[src/rtl/lane_mask_pkg.sv]
package lane_mask_pkg;

    typedef enum logic [1:0] {
        BUS_IDLE  = 2'd0,
        BUS_READ  = 2'd1,
        BUS_WRITE = 2'd2,
        BUS_DRAIN = 2'd3
    } bus_mode_e;

endpackage

[src/rtl/lane_mask_fsm.sv]
module lane_mask_fsm
    import lane_mask_pkg::*;
#(
    parameter int READ_LAT = 2
) (
    input  logic clk,
    input  logic rst,
    input  logic rd_burst,
    input  logic wr_burst,
    output logic shift_en,
    output logic push_valid
);
    localparam int CNT_W = (READ_LAT > 2) ? $clog2(READ_LAT) : 1;
    localparam logic [CNT_W-1:0] DRAIN_LEN = CNT_W'(READ_LAT - 1);

    bus_mode_e        state_q, state_d;
    logic [CNT_W-1:0] cnt_q, cnt_d;

    // next-state logic
    always_comb begin
        state_d = state_q;
        cnt_d   = cnt_q;
        unique case (state_q)
            BUS_IDLE, BUS_READ, BUS_WRITE: begin
                if (wr_burst) begin
                    state_d = BUS_WRITE;
                end else if (rd_burst) begin
                    state_d = BUS_READ;
                end else if (state_q != BUS_IDLE) begin
                    state_d = BUS_DRAIN;
                    cnt_d   = DRAIN_LEN;
                end
            end
            BUS_DRAIN: begin
                if (wr_burst) begin
                    state_d = BUS_WRITE;
                end else if (rd_burst) begin
                    state_d = BUS_READ;
                end else if (cnt_q <= CNT_W'(1)) begin
                    state_d = BUS_IDLE;
                end else begin
                    cnt_d = cnt_q - CNT_W'(1);
                end
            end
            default: state_d = BUS_IDLE;
        endcase
    end

    // state register
    always_ff @(posedge clk) begin
        if (rst) begin
            state_q <= BUS_IDLE;
            cnt_q   <= '0;
        end else begin
            state_q <= state_d;
            cnt_q   <= cnt_d;
        end
    end

    // outputs
    always_comb begin
        shift_en   = rd_burst | wr_burst | (state_q != BUS_IDLE);
        push_valid = rd_burst & ~wr_burst;
    end

endmodule

[src/rtl/lane_mask_rdpipe.sv]
module lane_mask_rdpipe #(
    parameter int NUM_LANES = 2,
    parameter int READ_LAT  = 2
) (
    input  logic                 clk,
    input  logic                 rst,
    input  logic                 shift_en,
    input  logic                 push_valid,
    input  logic [NUM_LANES-1:0] mask,
    output logic [NUM_LANES-1:0] lane_oe
);
    localparam int LAST = READ_LAT - 1;

    for (genvar l = 0; l < NUM_LANES; l++) begin : g_lane
        logic [READ_LAT-1:0] vld_q;
        logic [READ_LAT-1:0] msk_q;

        always_ff @(posedge clk) begin
            if (rst) begin
                vld_q <= '0;
                msk_q <= '1;
            end else if (shift_en) begin
                vld_q[0] <= push_valid;
                msk_q[0] <= mask[l];
                for (int s = 1; s < READ_LAT; s++) begin
                    vld_q[s] <= vld_q[s-1];
                    msk_q[s] <= msk_q[s-1];
                end
            end
        end

        assign lane_oe[l] = vld_q[LAST] & ~msk_q[LAST];
    end

endmodule

[src/rtl/lane_mask_wrgate.sv]
module lane_mask_wrgate #(
    parameter int NUM_LANES = 2
) (
    input  logic                 wr_burst,
    input  logic [NUM_LANES-1:0] mask,
    output logic [NUM_LANES-1:0] lane_we
);
    for (genvar l = 0; l < NUM_LANES; l++) begin : g_lane
        assign lane_we[l] = wr_burst & ~mask[l];
    end
endmodule

[src/rtl/sdram_lane_mask.sv]
module sdram_lane_mask #(
    parameter int NUM_LANES = 2,
    parameter int READ_LAT  = 2
) (
    input  logic                 clk,
    input  logic                 rst,
    input  logic [NUM_LANES-1:0] lane_mask_i,
    input  logic                 rd_burst_i,
    input  logic                 wr_burst_i,
    output logic [NUM_LANES-1:0] rd_oe_o,
    output logic [NUM_LANES-1:0] wr_be_o
);
    logic                 shift_en;
    logic                 push_valid;
    logic [NUM_LANES-1:0] pipe_oe;

    lane_mask_fsm #(.READ_LAT(READ_LAT)) u_fsm (
        .clk        (clk),
        .rst        (rst),
        .rd_burst   (rd_burst_i),
        .wr_burst   (wr_burst_i),
        .shift_en   (shift_en),
        .push_valid (push_valid)
    );

    lane_mask_rdpipe #(.NUM_LANES(NUM_LANES), .READ_LAT(READ_LAT)) u_rdpipe (
        .clk        (clk),
        .rst        (rst),
        .shift_en   (shift_en),
        .push_valid (push_valid),
        .mask       (lane_mask_i),
        .lane_oe    (pipe_oe)
    );

    lane_mask_wrgate #(.NUM_LANES(NUM_LANES)) u_wrgate (
        .wr_burst (wr_burst_i),
        .mask     (lane_mask_i),
        .lane_we  (wr_be_o)
    );

    assign rd_oe_o = pipe_oe & {NUM_LANES{~wr_burst_i}};

endmodule

[config.mk]
export PLATFORM = sky130hd
export DESIGN_NAME = sdram_lane_mask
export DESIGN_NICKNAME = d
export VERILOG_FILES = /design/src/rtl/lane_mask_pkg.sv /design/src/rtl/lane_mask_fsm.sv /design/src/rtl/lane_mask_rdpipe.sv /design/src/rtl/lane_mask_wrgate.sv /design/src/rtl/sdram_lane_mask.sv
export SDC_FILE = /design/constraint.sdc
export NUM_CORES = 1
export LEC_CHECK = 0
export CORE_AREA = 5 5 42 44
export CTS_BUF_LIST = sky130_fd_sc_hd__clkbuf_4 sky130_fd_sc_hd__clkbuf_8 sky130_fd_sc_hd__clkbuf_16
export CTS_CLUSTER_SIZE = 24
export DETAILED_ROUTE_END_ITERATION = 10
export DIE_AREA = 0 0 47 49
export SYNTH_ARGS = -nofsm -noshare
export SYNTH_HDL_FRONTEND = slang
export SYNTH_SLANG_ARGS = --single-unit
[constraint.sdc]
create_clock -name clk -period 1.9 [get_ports clk]
set_input_delay 0.285 -clock clk [delete_from_list [all_inputs] [get_ports clk]]
set_output_delay 0.285 -clock clk [all_outputs]
set_load 0.05 [all_outputs]
==> summary.md, run 1 <==
| Metric | Value |
|---|---|
| Vias/cell | 4.50 |
| CTS root buffer | clkbuf_4 |
| FP Rows | 14 |
| Vias | 279 |
| Die Area | 2300 µm² |
| Avg Cell Area, Syn | 9.90 µm² |
| Initial drt markers | 6 |
| CTS tree | yes |
| Grt ovf | 0 |
| Gr usage total | 6.28% |
| Worst Path Buf+Inv | 2 |
| PostCTS Resize Cnt | 0 |
| Maxcap violations | 0 |
| Die Height | 49 µm |
| CP top delay family | buffers and inverters |
| Die X | 47 µm |
| Crit end category | output port |
| DR top layer | met3 |
| Setup Buffers After CTS | 0 |
| Area Overhead vs Synth | 48.7% |
| Post-Syn Area | 347 µm² |
| Clk Latency, worst-skew pair | 0.25 ns |
| Port Buffers | 9 |
| Met2 WL | 312 µm |
| Slowest-stage cell, CP | clkdlybuf4s50_1 |
| Layout Skew | 0.00191 ns |
| Core area | 1400 µm² |
| Reg clk slew, reported paths | 0.05 ns |
| Final setup TNS | 0 ns |
| Largest net degree at the start of global routing | 13 |
| Clock buffer depth | 2 |
| Worst Tran Pin Value | 0.492 ns |
| Top cells by count, synth | 8 x dfxtp_1, 8 x nor2_1, 5 x mux2i_1 |
| DR WL/cell | 10.2 µm |
| CP startpoint kind | primary input |
| Post-synth net total | 41 |
| Area leader, netlist | dfxtp_1 |
| PwrDens | 726 nW/µm² |
| Initial antenna violation count | 0 |
| Arrival @ worst endpoint | 1.42 ns |
| Initial core utilization | 24.7% |
| Largest stage delay, worst path | 0.54 ns |
| # hold bufs at CTS | 0 |
| Status | complete, no violations |
| Final period utilization | 90.0% |
| WS Path Type | in2out |
| Post-synth ARST share | 0% |
| Peak supply drop | 376 µV |
| Leakage power | 0.182 nW |
| Final GP Congestion | 0.647 |
| Final Net Count | 54 |
| Area share of the leading cell type in the synthesized netlist | 46.2% |
| First-pass GRT wire length | 993 µm |
| Share of cells above drive strength 1 | 17.4% |
| # diodes | 0 |
| Main flop type after synthesis | dfxtp_1 |
| Vias in the first global route | 260 |
| Largest cells by area after synthesis | dfxtp_1 46%, mux2i_1 14%, nor2_1 8.7% |
| Clock tree sinks | 8 |
| Routed WL | 631 µm |
| Library cells used by synthesis | 13 |
| I/O pins | 10 |
| CP cell instances | clkdlybuf4s50_1 > nand2b_1 > nor2_1 > buf_12 |
| Post-synthesis register bit count | 8 |
| Rel. slew slack | 66.9% |
| Req. time, crit path | 1.62 ns |
| Antenna-violating nets left | 0 |
| Sequential share of the synthesized area | 46.2% |
| Hold Crit Class | reg2reg |
| TritonCTS Buffers | 3 |
| Post-route minimum period | 1.71 ns |
| Number of enable flip-flop cells after synthesis | 0 |
| Critical Path Fanout Max | 8 |
| # setup viols final | 0 |
| Met3 WL | 52 µm |
| Post-synthesis cell count | 35 |
| DRT met1 WL | 267 µm |
| DRC Markers | 0 |
| Hold WS | 0.480 ns |
| Final count of hold timing violations | 0 |
| Yosys Warn Count | 0 |
| Drt pass-1 iters | 2 |
| Final Max Slew Viols | 0 |
| Achievable clock frequency | 585 MHz |
| H-tree depth | 1 |
| RSZ-0062 raised after global routing | no |
## layout by cell type, fill, tap and decap left out, drive strengths merged
| cell | instances |
|---|---|
| buf | 4 |
| or4 | 1 |
| nor2 | 8 |
| xnor2 | 1 |
| nor4 | 1 |
| inv | 1 |
| o31ai | 1 |
| clkdlybuf4s50 | 5 |
| nand2b | 4 |
| clkbuf | 3 |
| nor2b | 2 |
| o32ai | 1 |
| dfxtp | 8 |
| a211oi | 1 |
| mux2i | 5 |
## per-stage QoR
step / cell area, µm² / total power [mW] / setup slack (ns) / utilization [%] / cells
finish: 515 / 0.374 / 0.191 / 36.8 / 62
global route: 515 / 0.395 / 0.118 / 36.8 / 62
CTS: 515 / 0.383 / 0.179 / 36.8 / 62
detailed placement: 493 / 0.252 / 0.184 / 35.2 / 59
global placement: 493 / 0.251 / 0.198 / 35.2 / 59
floorplan: 347 / 0.222 / 0.543 / - / 35
## layout make-up
cell class                      instances  area (µm²)
Tap cell                               16        20.0
Timing Repair Buffer                    9         130
Clock buffer                            3        22.5
Multi-Input combinational cell         25         179
Inverter                                1        3.75
Sequential cell                         8         160
Fill cell                             152         886
## metal layers
layer / global-route usage (%) / vias up
met1: 6.64 / 129
met5: 0 / -
met4: 5.53 / 0
met2: 8.82 / 6
met3: 2.95 / 0
li1: - / 144
## cell families after synthesis
group	share of synthesized area, %
muxes	14.4
and+or+nand+nor	27.8
AOI/OAI and AO/OA	6.86
buffers and inverters	2.16
DFF	46.2
xor gates and xnor gates	2.53
## sequential cells by signal, indices dropped and copies added, names as in the netlist
signal / cells
u_rdpipe.g_lane.vld_q: 2
u_fsm.state_q: 2
u_rdpipe.g_lane.msk_q: 4
## worst min-delay path: stages, from the launching register on
cell and delay, ns:
dfxtp_1 0.31, nand2b_1 0.06, mux2i_1 0.06
## path summary, 6_finish.rpt
kind                          startpoint                          end  slack [ns]  cells past startpoint
max                           wr_burst_i                   rd_oe_o[0]        0.19                      4
min          u_rdpipe.g_lane[1].vld_q[1]  u_rdpipe.g_lane[1].vld_q[1]        0.48                      2
max reg2reg             u_fsm.state_q[1]  u_rdpipe.g_lane[0].msk_q[1]        0.75                      2
min reg2reg  u_rdpipe.g_lane[1].vld_q[1]  u_rdpipe.g_lane[1].vld_q[1]        0.48                      2
## where the power goes
part	total, mW	switching, mW	internal, mW
sequential	0.185	0.00687	0.178
combinational	0.0625	0.0298	0.0327
clock	0.126	0.0544	0.0721
total	0.374	0.0911	0.283
Power figures use the tool's default switching activity.
==> inputs of run 2 (changes only) <==
--- a/config.mk
+++ b/config.mk
@@ -10,6 +10,7 @@
 export CTS_CLUSTER_SIZE = 24
 export DETAILED_ROUTE_END_ITERATION = 10
 export DIE_AREA = 0 0 47 49
+export REMOVE_ABC_BUFFERS = 1
 export SYNTH_ARGS = -nofsm -noshare
 export SYNTH_HDL_FRONTEND = slang
 export SYNTH_SLANG_ARGS = --single-unit
==> run 2 against run 1 <==
Global-route usage up 0.57 points. Critical path depth is the same. Utilization is the same. Power is 1.2% higher. Sequential power about the same. Largest cell class unchanged.
==> summary.md, run 2 (synthesis results as in run 1) <==
| Metric | Value |
|---|---|
| Hold Crit Class | reg2reg |
| Overall power | 379 µW |
| First-pass GRT wire length | 1.11 mm |
| Worst R2R Start | u_fsm.state_q[1] |
| Detail Placement HPWL | 493 µm |
| PostCTS Resize Cnt | 0 |
| Peak supply drop | 280 µV |
| Finished Core Util | 36.8% |
| Achievable clock frequency | 592 MHz |
| Most frequent cells in the layout | 8 x nor2_1, 8 x dfxtp_1, 5 x mux2i_1, 5 x clkdlybuf4s50_1 |
| Largest stage delay, worst path | 0.56 ns |
| Die Area | 2300 µm² |
| Final count of hold timing violations | 0 |
| Die X | 47 µm |
| CTS root buffer | clkbuf_4 |
| Worst Path Buf+Inv | 2 |
| Reg clk slew, reported paths | 0.05 ns |
| RSZ-0062 raised after global routing | no |
| Largest regs | u_rdpipe.g_lane.msk_q: 4 flops, u_fsm.state_q: 2 flops, u_rdpipe.g_lane.vld_q: 2 flops |
| Rel. slew slack | 66.3% |
| Share of cells above drive strength 1 | 17.4% |
| DR WL/cell | 10.6 µm |
| Area Overhead vs Synth | 48.7% |
| Antenna-violating nets left | 0 |
| # hold bufs at CTS | 0 |
| Vias | 280 |
| Final Max Slew Viols | 0 |
| CP top delay family | buffers and inverters |
| Final period utilization | 88.9% |
| WS Path Type | in2out |
| Place WS | 0.189 ns |
| Req. time, crit path | 1.62 ns |
| Port Buffers | 9 |
| Routed WL | 657 µm |
| TritonCTS Buffers | 3 |
| Fin cells | 62 |
| Setup Buffers After CTS | 0 |
| PwrDens | 735 nW/µm² |
| # diodes | 0 |
| # setup viols final | 0 |
| Final Cell Area | 515 µm² |
| Critical Path Fanout Max | 8 |
| Arrival @ worst endpoint | 1.40 ns |
| Initial antenna violation count | 0 |
| Maxcap violations | 0 |
| CP startpoint kind | primary input |
| CP cell instances | clkdlybuf4s50_1 > nand2b_1 > nor2_1 > buf_12 |
| I/O pins | 10 |
| CTS tree | yes |
| Gr usage total | 6.85% |
| H-tree depth | 1 |
| Vias/cell | 4.52 |
| Initial core utilization | 24.7% |
| Final setup TNS | 0 ns |
| Post-route minimum period | 1.69 ns |
| Area post-placement | 493 µm² |
| Final Net Count | 54 |
| FP Rows | 14 |
| Max FFs per register | 4 |
| Layout Skew | 0.00117 ns |
| Largest net degree at the start of global routing | 13 |
| Core area | 1400 µm² |
| Vias in the first global route | 261 |
| Clock tree sinks | 8 |
| Min-delay src | u_rdpipe.g_lane[1].vld_q[1] |
| Worst Tran Pin Value | 0.502 ns |
| Placed insts | 59 |
| Crit end category | output port |
| Status | complete, no violations |
| Min setup slack post-route | 0.210 ns |
| Clock buffer depth | 2 |
| Die Height | 49 µm |
| Largest Register | u_rdpipe.g_lane.msk_q |
| Drt pass-1 iters | 3 |
| DRC Markers | 0 |
| Leakage power | 0.182 nW |
| Hold WS | 0.480 ns |
| Final GP Congestion | 0.665 |
| Slowest-stage cell, CP | clkdlybuf4s50_1 |
| Clk Latency, worst-skew pair | 0.25 ns |
| Grt ovf | 0 |
| Setup crit start | wr_burst_i |
| Initial drt markers | 8 |
-- run 2: cell counts in the layout (fill, tap and decap cells not counted) --
Identical to the previous run, type by type.
-- run 2: worst min-delay path: cells and delay by family, from the launching register on --
kind	cells	cell delay [ns]
flip-flops	1	0.30
AND/OR/NAND/NOR	1	0.06
multiplexers	1	0.06
-- run 2: metal layers --
metal,vias to the layer above,track usage (%),routed length (µm)
met1,121,8.43,278
met3,2,2.95,66
met2,11,8.82,292
met5,-,0,0
li1,146,-,-
met4,0,5.53,19
-- run 2: report_power, final --
| group | switching [mW] | internal, mW |
|---|---|---|
| Sequential | 0.00686 | 0.178 |
| Combinational | 0.0302 | 0.0327 |
| Clock | 0.0582 | 0.0723 |
| Total | 0.0952 | 0.283 |
-- run 2: final timing paths --
check	end	slack [ns]	cells after the start
max	rd_oe_o[0]	0.21	4
max reg2reg	u_rdpipe.g_lane[1].vld_q[1]	0.73	2
min	u_rdpipe.g_lane[1].vld_q[1]	0.48	2
min reg2reg	u_rdpipe.g_lane[1].vld_q[1]	0.48	2
-- run 2: final cells by class --
cell class,count,area [µm²]
inverters,1,3.75
fillers,153,886
well taps,16,20.0
multi-input cells,25,179
repair buffers,9,130
clock buffers,3,22.5
flip-flops and latches,8,160
